**config.mk**
```make
export PLATFORM = sky130hd
export DESIGN_NAME = intr_prio_ctrl
export DESIGN_NICKNAME = d
export VERILOG_FILES = /design/src/rtl/intr_prio_pkg.sv /design/src/rtl/intr_req_latch.sv /design/src/rtl/intr_prio_pick.sv /design/src/rtl/intr_flag_ctrl.sv /design/src/rtl/intr_prio_ctrl.sv
export SDC_FILE = /design/constraint.sdc
export NUM_CORES = 1
export LEC_CHECK = 0
export ABC_AREA = 1
export BUFFER_PORTS_ARGS = -buffer_cell sky130_fd_sc_hd__buf_2
export CAP_MARGIN = 20
export CORE_AREA = 2 2 39 41
export CTS_BUF_LIST = sky130_fd_sc_hd__clkbuf_8
export DETAILED_ROUTE_END_ITERATION = 16
export DIE_AREA = 0 0 41 43
export PLACE_DENSITY = 0.77
export SLEW_MARGIN = 20
export SYNTH_ARGS = -nofsm -noshare
export SYNTH_HDL_FRONTEND = slang
export SYNTH_HIERARCHICAL = 1
export SYNTH_SLANG_ARGS = --single-unit
```
**constraint.sdc**
```tcl
create_clock -name clk -period 2.7 [get_ports clk]
set_input_delay 0.54 -clock clk [delete_from_list [all_inputs] [get_ports clk]]
set_output_delay 0.54 -clock clk [all_outputs]
set_load 0.05 [all_outputs]
```
**src/rtl/intr_prio_pkg.sv**
```systemverilog
package intr_prio_pkg;

   // Which rule updates the flag set in a cycle, highest precedence first.
   typedef enum logic [1:0] {
      FLG_TAKE   = 2'd0,
      FLG_RETURN = 2'd1,
      FLG_WRITE  = 2'd2
   } flag_src_e;

   typedef struct packed {
      logic gie;
      logic pgie;
      logic carry;
      logic pcarry;
   } flag_set_t;

   localparam flag_set_t FLAGS_RESET = '{gie: 1'b0, pgie: 1'b0, carry: 1'b0, pcarry: 1'b0};

   localparam int unsigned PICK_SCAN   = 0;
   localparam int unsigned PICK_ISOLATE = 1;

endpackage

```
**src/rtl/intr_req_latch.sv**
```systemverilog
module intr_req_latch #(
   parameter int unsigned WIDTH = 4
) (
   input  logic             clk,
   input  logic             rst_n,
   input  logic [WIDTH-1:0] set_i,
   input  logic [WIDTH-1:0] clr_i,
   output logic [WIDTH-1:0] pend_o
);

   if (WIDTH < 1) begin : g_bad_width
      $error("intr_req_latch: WIDTH must be at least 1");
   end

   for (genvar k = 0; k < WIDTH; k++) begin : g_bit
      logic flag_q;
      always_ff @(posedge clk) begin
         if (!rst_n) begin
            flag_q <= 1'b0;
         end else begin
            // a fresh request outranks the clear of the one being taken
            flag_q <= (flag_q & ~clr_i[k]) | set_i[k];
         end
      end
      assign pend_o[k] = flag_q;
   end

endmodule

```
**src/rtl/intr_prio_pick.sv**
```systemverilog
module intr_prio_pick #(
   parameter int unsigned WIDTH = 4,
   parameter int unsigned IDX_W = 3,
   parameter int unsigned STYLE = 0
) (
   input  logic [WIDTH-1:0] req_i,
   output logic             any_o,
   output logic [IDX_W-1:0] idx_o,
   output logic [WIDTH-1:0] onehot_o
);
   import intr_prio_pkg::*;

   if (IDX_W < $clog2(WIDTH)) begin : g_bad_idx
      $error("intr_prio_pick: IDX_W too narrow for WIDTH");
   end
   if (STYLE != PICK_SCAN && STYLE != PICK_ISOLATE) begin : g_bad_style
      $error("intr_prio_pick: unknown STYLE");
   end

   assign any_o = |req_i;

   if (STYLE == PICK_SCAN) begin : g_scan
      // Walk from the top down so the lowest set index is written last.
      always_comb begin
         idx_o    = '0;
         onehot_o = '0;
         for (int i = WIDTH - 1; i >= 0; i--) begin
            if (req_i[i]) begin
               idx_o    = IDX_W'(i);
               onehot_o = WIDTH'(1) << i;
            end
         end
      end
   end else begin : g_isolate
      // Two's-complement trick keeps only the lowest set bit, then encode it.
      logic [WIDTH-1:0] low_bit;
      assign low_bit  = req_i & (~req_i + WIDTH'(1));
      assign onehot_o = low_bit;
      always_comb begin
         idx_o = '0;
         for (int i = 0; i < WIDTH; i++) begin
            if (low_bit[i]) begin
               idx_o = idx_o | IDX_W'(i);
            end
         end
      end
   end

endmodule

```
**src/rtl/intr_flag_ctrl.sv**
```systemverilog
module intr_flag_ctrl (
   input  logic                     clk,
   input  logic                     rst_n,
   input  logic                     take_i,
   input  logic                     reti_i,
   input  logic                     gie_set_i,
   input  logic                     gie_clr_i,
   input  logic                     carry_we_i,
   input  logic                     carry_d_i,
   output intr_prio_pkg::flag_set_t flags_o
);
   import intr_prio_pkg::*;

   flag_set_t flags_q;
   flag_set_t flags_d;
   flag_src_e src;

   always_comb begin
      if (take_i) begin
         src = FLG_TAKE;
      end else if (reti_i) begin
         src = FLG_RETURN;
      end else begin
         src = FLG_WRITE;
      end
   end

   always_comb begin
      flags_d = flags_q;
      unique case (src)
         FLG_TAKE: begin
            flags_d.pgie   = flags_q.gie;
            flags_d.pcarry = flags_q.carry;
            flags_d.gie    = 1'b0;
            if (carry_we_i) begin
               flags_d.carry = carry_d_i;
            end
         end
         FLG_RETURN: begin
            flags_d.gie   = flags_q.pgie;
            flags_d.carry = flags_q.pcarry;
         end
         default: begin
            if (gie_clr_i) begin
               flags_d.gie = 1'b0;
            end else if (gie_set_i) begin
               flags_d.gie = 1'b1;
            end
            if (carry_we_i) begin
               flags_d.carry = carry_d_i;
            end
         end
      endcase
   end

   always_ff @(posedge clk) begin
      if (!rst_n) begin
         flags_q <= FLAGS_RESET;
      end else begin
         flags_q <= flags_d;
      end
   end

   assign flags_o = flags_q;

endmodule

```
**src/rtl/intr_prio_ctrl.sv**
```systemverilog
module intr_prio_ctrl #(
   parameter int unsigned N_MASK     = 4,
   parameter int unsigned PICK_STYLE = 0,
   localparam int unsigned VEC_W     = $clog2(N_MASK + 1)
) (
   input  logic              clk,
   input  logic              rst_n,
   input  logic [N_MASK-1:0] req_i,
   input  logic              nmi_i,
   input  logic              defer_i,
   input  logic              reti_i,
   input  logic              gie_set_i,
   input  logic              gie_clr_i,
   input  logic              carry_we_i,
   input  logic              carry_d_i,
   output logic              take_o,
   output logic [VEC_W-1:0]  vec_o,
   output logic              gie_o,
   output logic              pgie_o,
   output logic              carry_o,
   output logic              pcarry_o,
   output logic [N_MASK-1:0] pend_o,
   output logic              nmi_pend_o
);
   import intr_prio_pkg::*;

   localparam logic [VEC_W-1:0] NMI_VEC = VEC_W'(N_MASK);

   if (N_MASK < 1 || N_MASK > 15) begin : g_bad_count
      $error("intr_prio_ctrl: N_MASK must lie in 1..15");
   end

   logic [N_MASK-1:0] pend;
   logic [N_MASK-1:0] eligible;
   logic [N_MASK-1:0] win_onehot;
   logic [N_MASK-1:0] mask_clr;
   logic [VEC_W-1:0]  win_idx;
   logic              win_any;
   logic              nmi_pend;
   logic              nmi_take;
   logic              mask_take;
   logic              take;
   flag_set_t         flags;

   intr_req_latch #(.WIDTH(N_MASK)) u_mask_latch (
      .clk    (clk),
      .rst_n  (rst_n),
      .set_i  (req_i),
      .clr_i  (mask_clr),
      .pend_o (pend)
   );

   intr_req_latch #(.WIDTH(1)) u_nmi_latch (
      .clk    (clk),
      .rst_n  (rst_n),
      .set_i  (nmi_i),
      .clr_i  (nmi_take),
      .pend_o (nmi_pend)
   );

   // Maskable flags only compete while the global enable is on.
   assign eligible = flags.gie ? pend : '0;

   intr_prio_pick #(
      .WIDTH (N_MASK),
      .IDX_W (VEC_W),
      .STYLE (PICK_STYLE)
   ) u_pick (
      .req_i    (eligible),
      .any_o    (win_any),
      .idx_o    (win_idx),
      .onehot_o (win_onehot)
   );

   assign nmi_take  = nmi_pend & ~defer_i;
   assign mask_take = win_any & ~nmi_pend & ~defer_i;
   assign take      = nmi_take | mask_take;
   assign mask_clr  = mask_take ? win_onehot : '0;

   intr_flag_ctrl u_flags (
      .clk        (clk),
      .rst_n      (rst_n),
      .take_i     (take),
      .reti_i     (reti_i),
      .gie_set_i  (gie_set_i),
      .gie_clr_i  (gie_clr_i),
      .carry_we_i (carry_we_i),
      .carry_d_i  (carry_d_i),
      .flags_o    (flags)
   );

   assign take_o     = take;
   assign vec_o      = nmi_pend ? NMI_VEC : win_idx;
   assign gie_o      = flags.gie;
   assign pgie_o     = flags.pgie;
   assign carry_o    = flags.carry;
   assign pcarry_o   = flags.pcarry;
   assign pend_o     = pend;
   assign nmi_pend_o = nmi_pend;

endmodule

```
======== Word-level counts from Yosys, hierarchy flattened ========
Cells that the tools add are included.
storage, ports and cells
  output and inout port bits .............. 13
  bits in writable memories ............... 0
  memories ................................ 0
  ROM bits ................................ 0
  register bits ........................... 9
  latch bits .............................. 0
  logic and storage cells ................. 53
cells by class
  multiplexer cells ....................... 18
  multipliers ............................. 0
  divide/modulo/power cells ............... 0
  reductions and logical operators ........ 4
  shift operators ......................... 0
  eq/ne operators ......................... 1
  bitwise operators ....................... 21
  $lt $le $gt $ge ......................... 0
  add/subtract/negate cells ............... 0
operator list
  cell                                                             number
  4-bit two-way mux                                                6
  2-bit two-way mux                                                6
  1-bit bitwise AND                                                8
  1-bit NOT                                                        7
  1-bit OR                                                         6
  1-bit two-way mux                                                4
  4-bit nonzero test                                               1
  4-bit OR reduction                                               1
  3-bit two-way mux                                                1
  2-bit by 1-bit == test with 1-bit output, second input constant  1
  2-bit zero test                                                  1
  1-bit one-hot mux with 2 select lines                            1
  2-bit nonzero test                                               1

======== Depth between registers and ports, before layout ========
  depth in word-level cells ............... 9
  mapped depth ............................ 11
  mapped depth without buffers ............ 10

======== By module ========
The synthesis kept the hierarchy.
modules (own cells, without submodules)
  module                          seq. area each (um^2)  times used  area an instance (um^2)  cells an instance
  intr_flag_ctrl                  80.1                   1           187.7                    28
  intr_req_latch at u_mask_latch  80.1                   1           178.9                    25
  intr_prio_ctrl                  0.0                    1           117.6                    27
  intr_prio_pick                  0.0                    1           76.3                     17
  intr_req_latch at u_nmi_latch   20.0                   1           43.8                     6

======== Worst setup path after synthesis ========
Ideal clock, no wire load.
  path kind ............................... reg2out
  start ................................... reg u_flags.flags_q (netlist bit u_flags/flags_o[3])
  end ..................................... out vec_o[1]
  data arrival time ....................... 1688 ps
  path buffers ............................ 0
  required time ........................... 2160 ps
  stages on the path, launching flop included .. 7
  path slack .............................. 472 ps
  cell sequence ........................... dfxtp_1 > nand2_1 > inv_1 > nor2_1 > nor2_1 > inv_1 > nor2_1
between the ends
  cells in the longest elaborated chain, start to end .. 6
RTL lines
  element                         RTL line              source
  start, declared                 intr_flag_ctrl.sv:14  flag_set_t flags_q;
  start signal, assigned          intr_flag_ctrl.sv:60  flags_q <= flags_d;
  4-bit two-way mux               intr_prio_ctrl.sv:62  assign eligible = flags.gie ? pend : '0;
  via eligible[3]                 intr_prio_ctrl.sv:34  logic [N_MASK-1:0] eligible;
  2-bit two-way mux (4 in a row)  intr_prio_pick.sv:28  if (req_i[i]) begin
  via win_idx[1]                  intr_prio_ctrl.sv:37  logic [VEC_W-1:0] win_idx;
  3-bit two-way mux               intr_prio_ctrl.sv:93  assign vec_o = nmi_pend ? NMI_VEC : win_idx;
  end, declared                   intr_prio_ctrl.sv:17  output logic [VEC_W-1:0] vec_o,
The timed path passes the listed nets, and every way through them passes these cells.

======== Final worst setup path ========
  start ................................... reg u_flags.flags_q (netlist bit u_flags/flags_o[3])
  end ..................................... out take_o
between the ends
  cells in the longest elaborated chain, start to end .. 5
RTL lines
  element                         RTL line              source
  4-bit two-way mux               intr_prio_ctrl.sv:62
  via eligible[3]                 intr_prio_ctrl.sv:34
  4-bit OR reduction              intr_prio_pick.sv:20  assign any_o = |req_i;
  via win_any                     intr_prio_ctrl.sv:38  logic win_any;
  1-bit bitwise AND (2 in a row)  intr_prio_ctrl.sv:76  assign mask_take = win_any & ~nmi_pend & ~defer_i;
  1-bit OR                        intr_prio_ctrl.sv:77  assign take = nmi_take | mask_take;
  end, declared                   intr_prio_ctrl.sv:16  output logic take_o,
The timed path passes the listed nets, and every way through them passes these cells.

==> flow_summary.toml <==
[outcome]
status = "finished, final reports clean"

[cts]
postCtsHoldBufs = 0
cts-root-buf = "clkbuf_8"
clkTransAtPathRegs_ns = 0.04
cts_buffers = 3
worstSkewPairLatency_ns = 0.23
cts_resized = 0
clock_path_buffers = 2
clock_sinks = 9
post_cts_buffers = 0
htreeDepth = 1
tritoncts = "built"

[sta]
max_freq_mhz = 477
setup_viol = 0
period_share_pct = 77.6
tns_ns = 0
finClkSkew_ns = 0.00301
slew_violations = 0
period_needed_ns = 2.10
finalHoldViolCount = 0
rsz0062_at_grt = "no"

[worst_setup_path]
worstRegToRegCells = 9
crit_family = "simple AND/OR/NAND/NOR gates"
max_stage_delay_ns = 0.40
worstPathMaxFanout = 7
critPathRequiredTime_ns = 2.16
rrSetupSlack_ns = 1.30
critPathMostFrequentCell = "nand2_1"
slowest_stage = "dfxtp_1"
cp-end-kind = "primary output"
cp-start-kind = "flip-flop"
crit_chain = "nand2_1 > inv_1 > nor2_1 > nand3_1 > nand3_2 > nand2_1 > buf_2"
worstPathArrival_ns = 1.56
critPathBufInv = 2
r2r_end = "u_flags/flags_o[3]$_SDFFE_PN0P_"
timing.rr.start = "u_flags/flags_o[3]$_SDFFE_PN0P_"
critical_path_class = "reg2out"

[layout]
syn_to_final_growth_pct = 24.0
nNetsFinal = 140
layout_common_cells = "inv_1, buf_2, nand2_1"
drive_above_1_share_pct = 31.0
diodes = 0
layout_commonest_cell = "inv_1"

[floorplan]
dieArea_um2 = 1760
die_width_um = 41
die_h_um = 43
core-area_um2 = 1380
ioPinCount = 26
rows = 14
initial_core_util_pct = 43.7

[logic_synthesis]
synth_mux_area_share_pct = 0
synth_area_um2 = 604
ys_ff_latch = 9
yosys.area_share.adder_pct = 0
avgSynthCellArea_um2 = 5.87
synth.distinct_cells = 16
synth_nets = 116
synth_top_family_by_area = "buffers and inverters"
synth_compound_area_share_pct = 10.4
synth_cells = 103
synth_simple_gate_area_share_pct = 28.8
synth.yosys.warnings = 6
synth_xor_area_share_pct = 0
ys_seq_area_share_pct = 29.8

[placed_design]
place_congestion = 0.671
hpwl_um = 915
io_buffers = 25

[power_and_ir_drop]
ir_drop_uv = 372
leakagePower_uw = 0.000461
powerDensity_nw_per_um2 = 540
totalPowerFinal_uw = 405

[drt]
drtIter0Drc = 2
antenna_left = 0
wl_um = 1040
drc = 0
drt-pass1-iter-count = 4
wire_per_inst_um = 7.34
via_per_inst = 4.28
num_vias = 608

[min_path]
hp-start = "u_mask_latch/g_bit[0].flag_q$_SDFF_PN0_"
worstHoldPathCells = 2
worstHoldEndpoint = "u_mask_latch/g_bit[0].flag_q$_SDFF_PN0_"
hold_path.class = "reg2reg"

[grt]
grt_usage_pct = 14.4
grt_pass1_wl_um = 1730
antenna_found_initial = 0
grt_max_degree = 8
grt_overflow = 0
grt_pass1_vias = 467

[flow_run]
drv_cap = 0
-- flip-flops by register name (all words and copies together), names as in the netlist --
name                       cells
u_flags/flags_o                4
u_mask_latch/g_bit.flag_q      4
u_nmi_latch/pend_o             1
-- worst max path at each step --
stage / depth (start not counted) / to / start / slack [ns]
5_1_grt: 7 / take_o / u_flags/flags_o[3]$_SDFFE_PN0P_ / 0.45
3_3_place_gp: 5 / take_o / defer_i / 0.85
4_1_cts: 7 / take_o / u_flags/flags_o[3]$_SDFFE_PN0P_ / 0.59
3_5_place_dp: 5 / take_o / defer_i / 0.83
6_report: 7 / take_o / u_flags/flags_o[3]$_SDFFE_PN0P_ / 0.60
2_1_floorplan: 6 / vec_o[1] / u_flags/flags_o[3]$_SDFFE_PN0P_ / 0.47
-- layout make-up --
| class | count | area, um2 |
|---|---|---|
| Tap cell | 16 | 20.0 |
| Timing Repair Buffer | 25 | 125 |
| Clock inverter | 1 | 3.75 |
| Multi-Input combinational cell | 51 | 240 |
| Clock buffer | 3 | 41.3 |
| Sequential cell | 9 | 180 |
| Fill cell | 144 | 634 |
| Inverter | 37 | 139 |
-- worst min-delay path, stage by stage, from the launching register on --
cell and delay, ns:
dfxtp_1 0.31, nand2_1 0.07, a21oi_1 0.06
-- routing by layer --
metal  track usage [%]  part of all wire (%)  vias up  routed length, um
met5                 0                     0        -                  0
met4              12.0                   2.3        0                 24
met3              1.57                   7.3        2                 76
met2              21.6                    48       23                505
met1              17.3                    42      257                436
li1                  -                     -      326                  -
-- kinds of logic after synthesis --
logic type      count (synthesis)
flops                           9
buf+inv                        43
simple gates                   39
other cells                     1
compound gates                 11
-- stage by stage --
stage	util [%]	setup slack (ns)	instances	hold WS, ns	cell area [um2]
after global placement	50.9	0.850	138	0.471	704
final	54.2	0.604	142	0.484	749
after floorplan	-	0.472	103	0.439	604
after global routing	54.2	0.454	142	0.509	749
after detailed placement	50.9	0.826	138	0.479	704
after CTS	54.2	0.590	142	0.488	749
-- synthesized netlist by cell type --
| library cell | count | share of area [%] |
|---|---|---|
| buf_4 | 6 | 7.5 |
| nand3_2 | 1 | 1.7 |
| a21oi_2 | 2 | 2.9 |
| dfxtp_1 | 9 | 30 |
| nand3b_1 | 1 | 1.2 |
| nand2_1 | 19 | 12 |
| or2_1 | 1 | 1.0 |
| nor2_1 | 11 | 6.8 |
| nand3_1 | 4 | 3.3 |
| inv_2 | 6 | 3.7 |
| a21oi_1 | 7 | 5.8 |
| o21ai_0 | 2 | 1.7 |
| nand2_2 | 1 | 1.0 |
| inv_1 | 31 | 19 |
| nor2_4 | 1 | 1.9 |
| conb_1 | 1 | 0.62 |
-- where the power goes --
part	total (uW)	internal, uW	switching, uW
clock	147	98.5	48.0
sequential	151	144	7.85
combinational	107	29.2	77.5
total	405	271	133
No activity file was read; power rests on OpenSTA's default activity.
